File: config.mk
export PLATFORM = sky130hd
export DESIGN_NAME = aluExecTop
export DESIGN_NICKNAME = d
export VERILOG_FILES = /design/src/rtl/aluPkg.sv /design/src/rtl/aluControl.sv /design/src/rtl/aluDatapath.sv /design/src/rtl/aluExecTop.sv
export SDC_FILE = /design/constraint.sdc
export NUM_CORES = 1
export LEC_CHECK = 0
export ABC_AREA = 1
export CAP_MARGIN = 20
export CORE_UTILIZATION = 48
export DETAILED_ROUTE_END_ITERATION = 10
export GPL_ROUTABILITY_DRIVEN = 0
export PLACE_DENSITY = 0.79
export SYNTH_ARGS = -nofsm -noshare
export SYNTH_HDL_FRONTEND = slang
export SYNTH_HIERARCHICAL = 1
export SYNTH_SLANG_ARGS = --single-unit
File: constraint.sdc
create_clock -name clk -period 0.8 [get_ports clk]
set_clock_uncertainty 0.05 [all_clocks]
set_input_delay 0.08 -clock clk [delete_from_list [all_inputs] [get_ports clk]]
set_output_delay 0.08 -clock clk [all_outputs]
set_load 0.01 [all_outputs]
File: src/rtl/aluPkg.sv
package aluPkg;

  typedef enum logic [2:0] {
    OP_ADD  = 3'd0,
    OP_SUB  = 3'd1,
    OP_ADDI = 3'd2,
    OP_SLLI = 3'd3,
    OP_SLT  = 3'd4,
    OP_SLTI = 3'd5,
    OP_LHI  = 3'd6,
    OP_RSVD = 3'd7
  } aluOp_e;

  typedef enum logic [2:0] {
    SEL_SUM   = 3'd0,
    SEL_SHIFT = 3'd1,
    SEL_LESS  = 3'd2,
    SEL_HIGH  = 3'd3,
    SEL_ZERO  = 3'd4
  } resSel_e;

  typedef struct packed {
    logic    useImm;
    logic    negateB;
    resSel_e resSel;
  } aluCtrl_t;

endpackage

File: src/rtl/aluControl.sv
module aluControl
  import aluPkg::*;
(
  input  logic [2:0] opCode,
  output aluCtrl_t   ctrl
);

  aluOp_e op;
  assign op = aluOp_e'(opCode);

  always_comb begin
    ctrl.useImm  = 1'b0;
    ctrl.negateB = 1'b0;
    ctrl.resSel  = SEL_ZERO;
    case (op)
      OP_ADD:  ctrl.resSel = SEL_SUM;
      OP_SUB: begin
        ctrl.negateB = 1'b1;
        ctrl.resSel  = SEL_SUM;
      end
      OP_ADDI: begin
        ctrl.useImm = 1'b1;
        ctrl.resSel = SEL_SUM;
      end
      OP_SLLI: ctrl.resSel = SEL_SHIFT;
      OP_SLT: begin
        ctrl.negateB = 1'b1;
        ctrl.resSel  = SEL_LESS;
      end
      OP_SLTI: begin
        ctrl.useImm  = 1'b1;
        ctrl.negateB = 1'b1;
        ctrl.resSel  = SEL_LESS;
      end
      OP_LHI:  ctrl.resSel = SEL_HIGH;
      default: ctrl.resSel = SEL_ZERO;
    endcase
  end

endmodule

File: src/rtl/aluDatapath.sv
module aluDatapath
  import aluPkg::*;
#(
  parameter int DATA_W = 32,
  parameter int IMM_W  = 16
) (
  input  aluCtrl_t          ctrl,
  input  logic [DATA_W-1:0] srcA,
  input  logic [DATA_W-1:0] srcB,
  input  logic [IMM_W-1:0]  imm,
  output logic [DATA_W-1:0] resNext
);

  localparam int SHAMT_W = $clog2(DATA_W);
  localparam int PAD_W   = DATA_W - IMM_W;

  logic [DATA_W-1:0] immExt;
  logic [DATA_W-1:0] opB;
  logic [DATA_W-1:0] opBAdj;
  logic [DATA_W-1:0] sum;
  logic              overflow;
  logic              less;
  logic [DATA_W-1:0] highVal;
  logic [SHAMT_W-1:0] shamt;

  assign immExt = {{PAD_W{imm[IMM_W-1]}}, imm};
  assign opB    = ctrl.useImm ? immExt : srcB;
  assign opBAdj = ctrl.negateB ? ~opB : opB;
  assign sum    = srcA + opBAdj + {{(DATA_W-1){1'b0}}, ctrl.negateB};

  // signed less-than taken from the subtraction: sign of difference, corrected on overflow
  assign overflow = (srcA[DATA_W-1] != opB[DATA_W-1]) && (sum[DATA_W-1] != srcA[DATA_W-1]);
  assign less     = sum[DATA_W-1] ^ overflow;

  assign highVal = {imm, {PAD_W{1'b0}}};

  // logarithmic left shifter, one stage per shift-amount bit
  assign shamt = imm[SHAMT_W-1:0];
  logic [DATA_W-1:0] stage [SHAMT_W+1];
  assign stage[0] = srcA;
  for (genvar s = 0; s < SHAMT_W; s++) begin : gShift
    localparam int DIST = 1 << s;
    assign stage[s+1] = shamt[s] ? (stage[s] << DIST) : stage[s];
  end

  always_comb begin
    case (ctrl.resSel)
      SEL_SUM:   resNext = sum;
      SEL_SHIFT: resNext = stage[SHAMT_W];
      SEL_LESS:  resNext = {{(DATA_W-1){1'b0}}, less};
      SEL_HIGH:  resNext = highVal;
      default:   resNext = '0;
    endcase
  end

endmodule

File: src/rtl/aluExecTop.sv
module aluExecTop
  import aluPkg::*;
#(
  parameter int DATA_W = 32,
  parameter int IMM_W  = 16
) (
  input  logic              clk,
  input  logic              rstN,
  input  logic [2:0]        opCode,
  input  logic [DATA_W-1:0] srcA,
  input  logic [DATA_W-1:0] srcB,
  input  logic [IMM_W-1:0]  imm16,
  output logic [DATA_W-1:0] result
);

  aluCtrl_t          ctrl;
  logic [DATA_W-1:0] resNext;

  aluControl uCtrl (
    .opCode(opCode),
    .ctrl  (ctrl)
  );

  aluDatapath #(.DATA_W(DATA_W), .IMM_W(IMM_W)) uPath (
    .ctrl   (ctrl),
    .srcA   (srcA),
    .srcB   (srcB),
    .imm    (imm16),
    .resNext(resNext)
  );

  always_ff @(posedge clk or negedge rstN) begin
    if (!rstN) result <= '0;
    else       result <= resNext;
  end

endmodule

==> results_dict.tcl, run 1 <==
set metrics [dict create \
    status "aborted with a tool error" \
    haltStage "global routing (5_1_grt)" \
    tool.error "[ERROR GRT-0232] Routing congestion too high. Check the congestion heatmap in the GUI." \
    yosys.area.top_type "nand2_1" \
    synth_top_area_share_pct 18.2 \
    initial_core_util_pct 49.4 \
    hpwl_um 18600 \
    ys.warnings.count 6 \
    grt_worst_setup_endpoint "result[24]$_DFF_PN0_/D" \
    ys_seq_elements 32 \
    clock_path_buffers 2 \
    postSynth.asyncResetShare_pct 100 \
    grt_max_degree 37 \
    htree_levels 2 \
    clock_sinks 32 \
    clock-root-buffer "clkbuf_8" \
    cts_buffers 5 \
    synth_edf_count 0 \
    netlist_area_um2 5350 \
    ys_top_cells_by_area "nand2_1 (18%), dfrtp_1 (15%), ha_1 (8.9%), o21ai_0 (8.0%), a21oi_1 (6.7%)" \
    dp_cells 1326 \
    die-height_um 108 \
    fp-row-count 38 \
    grt_use_total_pct 75.9 \
    place_area_um2 8180 \
    io_pins 117 \
    hold_buffers 0 \
    endpoint_type "register data pin" \
    syn_area_per_cell_um2 5.91 \
    io_buffer_count 116 \
    yosysSeqAreaShare_pct 15.0 \
    synth_most_common_cell "nand2_1" \
    die_w_um 108 \
    yosysUniqueCellTypes 47 \
    gr-total-overflow 30 \
    syn-num-nets 1030 \
    synth_ff_type "dfrtp_1" \
    synthTopCellsByCount "nand2_1 (260), o21ai_0 (86), nor2_1 (76), inv_1 (74), a21oi_1 (72)" \
    synthCells 906 \
]
[stage by stage]
step	utilization [%]	hold slack, ns	setup TNS [ns]	worst slack [ns]
2_1_floorplan	-	-0.266	-42.38	-1.46
3_3_place_gp	75.4	0.419	-73.60	-2.49
3_5_place_dp	75.4	0.422	-75.96	-2.53
4_1_cts	82.8	0.108	-49.47	-1.60
[what timing repair did]
item	4_1_cts
buffers inserted	25
pin swaps	85
resized for setup	330
setup endpoints to repair	64
cloned	3
[cells by family after synthesis]
kind of cell | count (synthesis) | synth area share, %
compound gates | 243 | 25.4
xor+xnor | 37 | 6.06
fa+ha+maj | 39 | 9.26
buf+inv | 120 | 9.96
flops | 32 | 15.0
mux | 4 | 0.748
simple gates | 431 | 33.6
[layer usage]
metal  GRT usage [%]  GRT overflow
met1            77.3             1
met2            92.4            15
met3            58.2             1
met4            77.3            13
met5            18.6             0
==> run 2: changes to the inputs <==
- CORE_UTILIZATION: 48 -> 40
- PLACE_DENSITY: 0.79 -> unset
- PLACE_DENSITY_LB_ADDON: unset -> 0.15
- clock period: 0.8 -> 1.04 ns (I/O delays scaled with it)
==> results_dict.tcl, run 2 <==
set metrics [dict create \
    hpwl_um 19000 \
    p_switching_mw 5.31 \
    slew_viol_final 0 \
    power_frac_comb_pct 72.3 \
    htree_levels 2 \
    worstPathArrival_ns 2.88 \
    io_buffer_count 116 \
    drtIter0Drc 1302 \
    clk_pin_slew_ns 0.06 \
    areaGrowthSynthToFinish_pct 85.3 \
    syn-num-nets 1030 \
    synth_edf_count 0 \
    worstSetupEndpointType "flop" \
    status "complete, but fails checks" \
    worstSetupPathType "input pin to flop" \
    synthCells 906 \
    cp-start-kind "input pin" \
    setup_violations 32 \
    antenna_found_initial 1 \
    violations "setup timing" \
    syn_area_per_cell_um2 5.91 \
    hold_buffers 0 \
    finalCritPeriodShare_pct 266 \
    firstDrtPassIters 6 \
    yosysSeqAreaShare_pct 15.0 \
    routedWlPerCell_um 19.9 \
    clock-root-buffer "clkbuf_16" \
    clock_path_buffers 2 \
    seqPwrFrac_pct 13.3 \
    rsz0062_at_grt "true" \
    hold_ws_ns 0.142 \
    p_leak_nw 4.60 \
    slew_headroom_pct 62.4 \
    io_pins 117 \
    largestRegisters "result: 32 flops" \
    path_max_fanout 5 \
    ys_top_cells_by_area "nand2_1 (18%), dfrtp_1 (15%), ha_1 (8.9%), o21ai_0 (8.0%), a21oi_1 (6.7%)" \
    setup_slack_ns -1.72 \
    wl_met2_um 12200 \
    wirelength_met1_um 10700 \
    synth_top_area_share_pct 18.2 \
    top_register "result" \
    setup-tns-final_ns -45.16 \
    cts_buffers 5 \
    hold_class "input pin to async pin" \
    cap_violations 0 \
    grt_max_degree 36 \
    hold_viol 0 \
    final_cell_mix "buf_4 (214), nand2_1 (211), clkdlybuf4s50_1 (79)" \
    initial_core_util_pct 41.7 \
    synth_ff_type "dfrtp_1" \
    place_ws_ns -2.27 \
    viasPerCell 5.86 \
    switching_share_pct 45.4 \
    die_w_um 118 \
    gr-total-overflow 0 \
    fin_crit_ns 2.76 \
    yosysUniqueCellTypes 47 \
    p_int_mw 6.38 \
    core_area_um2 12800 \
    largest_reg_flops 32 \
    cp.required_ns 1.16 \
    fmax_ghz 0.362 \
    final_net_count 1360 \
    ir_worst_vdd_uv 687 \
    synth_most_common_cell "nand2_1" \
    drive_gt1_share_pct 41.1 \
    finalWirelength_um 28100 \
    dieArea_um2 13800 \
    grt_pass1_vias 7236 \
    clock_sinks 32 \
    postSynth.asyncResetShare_pct 100 \
    synthTopCellsByCount "nand2_1 (260), o21ai_0 (86), nor2_1 (76), inv_1 (74), a21oi_1 (72)" \
    die-height_um 118 \
    yosys.area.top_type "nand2_1" \
    power.density_nw_per_um2 1180 \
    cts_tree "done" \
    num_vias 8259 \
    worst_slew_pin_slew_ns 0.564 \
    final_common_cell "buf_4" \
    clkPwrFrac_pct 14.4 \
    ys_seq_elements 32 \
    grt_use_total_pct 34.6 \
    highest_layer "met5" \
    grt_first_pass_wirelength_um 37800 \
    drtAntennaViolNets 0 \
    drc_errors 0 \
    netlist_area_um2 5350 \
    fp-row-count 41 \
    antenna_cells 0 \
    dr_wl_met3_um 3540 \
    ys.warnings.count 6 \
]
## run 2: cell counts after synthesis
Identical to the previous run, type by type.
## run 2: per-stage QoR
stage,std cells,utilization [%],power [mW],instance area (µm²)
final,1409,77.3,11.7,9920
after global routing,1409,77.3,12.2,9920
after CTS,1385,69.6,9.92,8920
after global placement,1360,64.3,7.71,8240
after floorplan,906,-,4.64,5500
after detailed placement,1360,64.3,7.75,8240
## run 2: worst max-delay path by stage
stage               slack [ns]                    to  startpoint
floorplan                -1.24  result[24]$_DFF_PN0_   opCode[2]
global placement         -2.20  result[20]$_DFF_PN0_   opCode[1]
global route             -1.83   result[0]$_DFF_PN0_   opCode[1]
finish                   -1.72  result[27]$_DFF_PN0_   opCode[1]
detailed placement       -2.27  result[20]$_DFF_PN0_   opCode[1]
CTS                      -1.37  result[28]$_DFF_PN0_   opCode[0]
## run 2: critical path, cell delays in order
cell      delay, ns
buf_8          0.10
nand3b_1       0.20
nand2_4        0.15
buf_6          0.14
nand2_8        0.10
clkinv_8       0.10
a21oi_4        0.03
xor2_1         0.15
ha_1           0.37
nand2_2        0.14
nor2_4         0.14
inv_2          0.06
nor2_1         0.14
inv_1          0.12
nor4_2         0.39
nand2_1        0.16
nand2_1        0.10
nand2_1        0.06
nand3_2        0.06
nand2_1        0.05
## run 2: power by group through the flow
stage	Clock, mW	Combinational [mW]	Sequential, mW
after floorplan	0	2.97	1.68
after global placement	0	6.13	1.58
after detailed placement	0	6.17	1.58
after CTS	1.69	6.67	1.55
after global routing	1.76	8.87	1.57
final	1.69	8.46	1.56
## run 2: area by class of cell
cell class | count | area, µm²
fillers | 836 | 2910
multi-input cells | 754 | 5230
clock buffers | 5 | 125
inverters | 83 | 340
well taps | 172 | 215
repair buffers | 357 | 3130
flip-flops and latches | 32 | 801
clock inverters | 3 | 42.5
repair inverters | 3 | 32.5
## run 2: logic make-up after synthesis
logic type	share of synthesized area, %
simple gates	33.6
compound gates	25.4
buf+inv	9.96
fa+ha+maj	9.26
xor+xnor	6.06
flops	15.0
mux	0.748
## run 2: repair_timing
action	4_1_cts	5_1_grt
resized for setup	215	181
buffers inserted	17	22
setup endpoints to repair	64	37
cloned	2	3
pin swaps	45	80
## run 2: routing by layer
| metal | up-vias | track usage [%] |
|---|---|---|
| met1 | 3725 | 47.2 |
| li1 | 3693 | - |
| met5 | - | 0 |
| met2 | 656 | 55.9 |
| met4 | 2 | 8.25 |
| met3 | 183 | 6.59 |
Note: power is estimated with default switching activity, not from simulation.
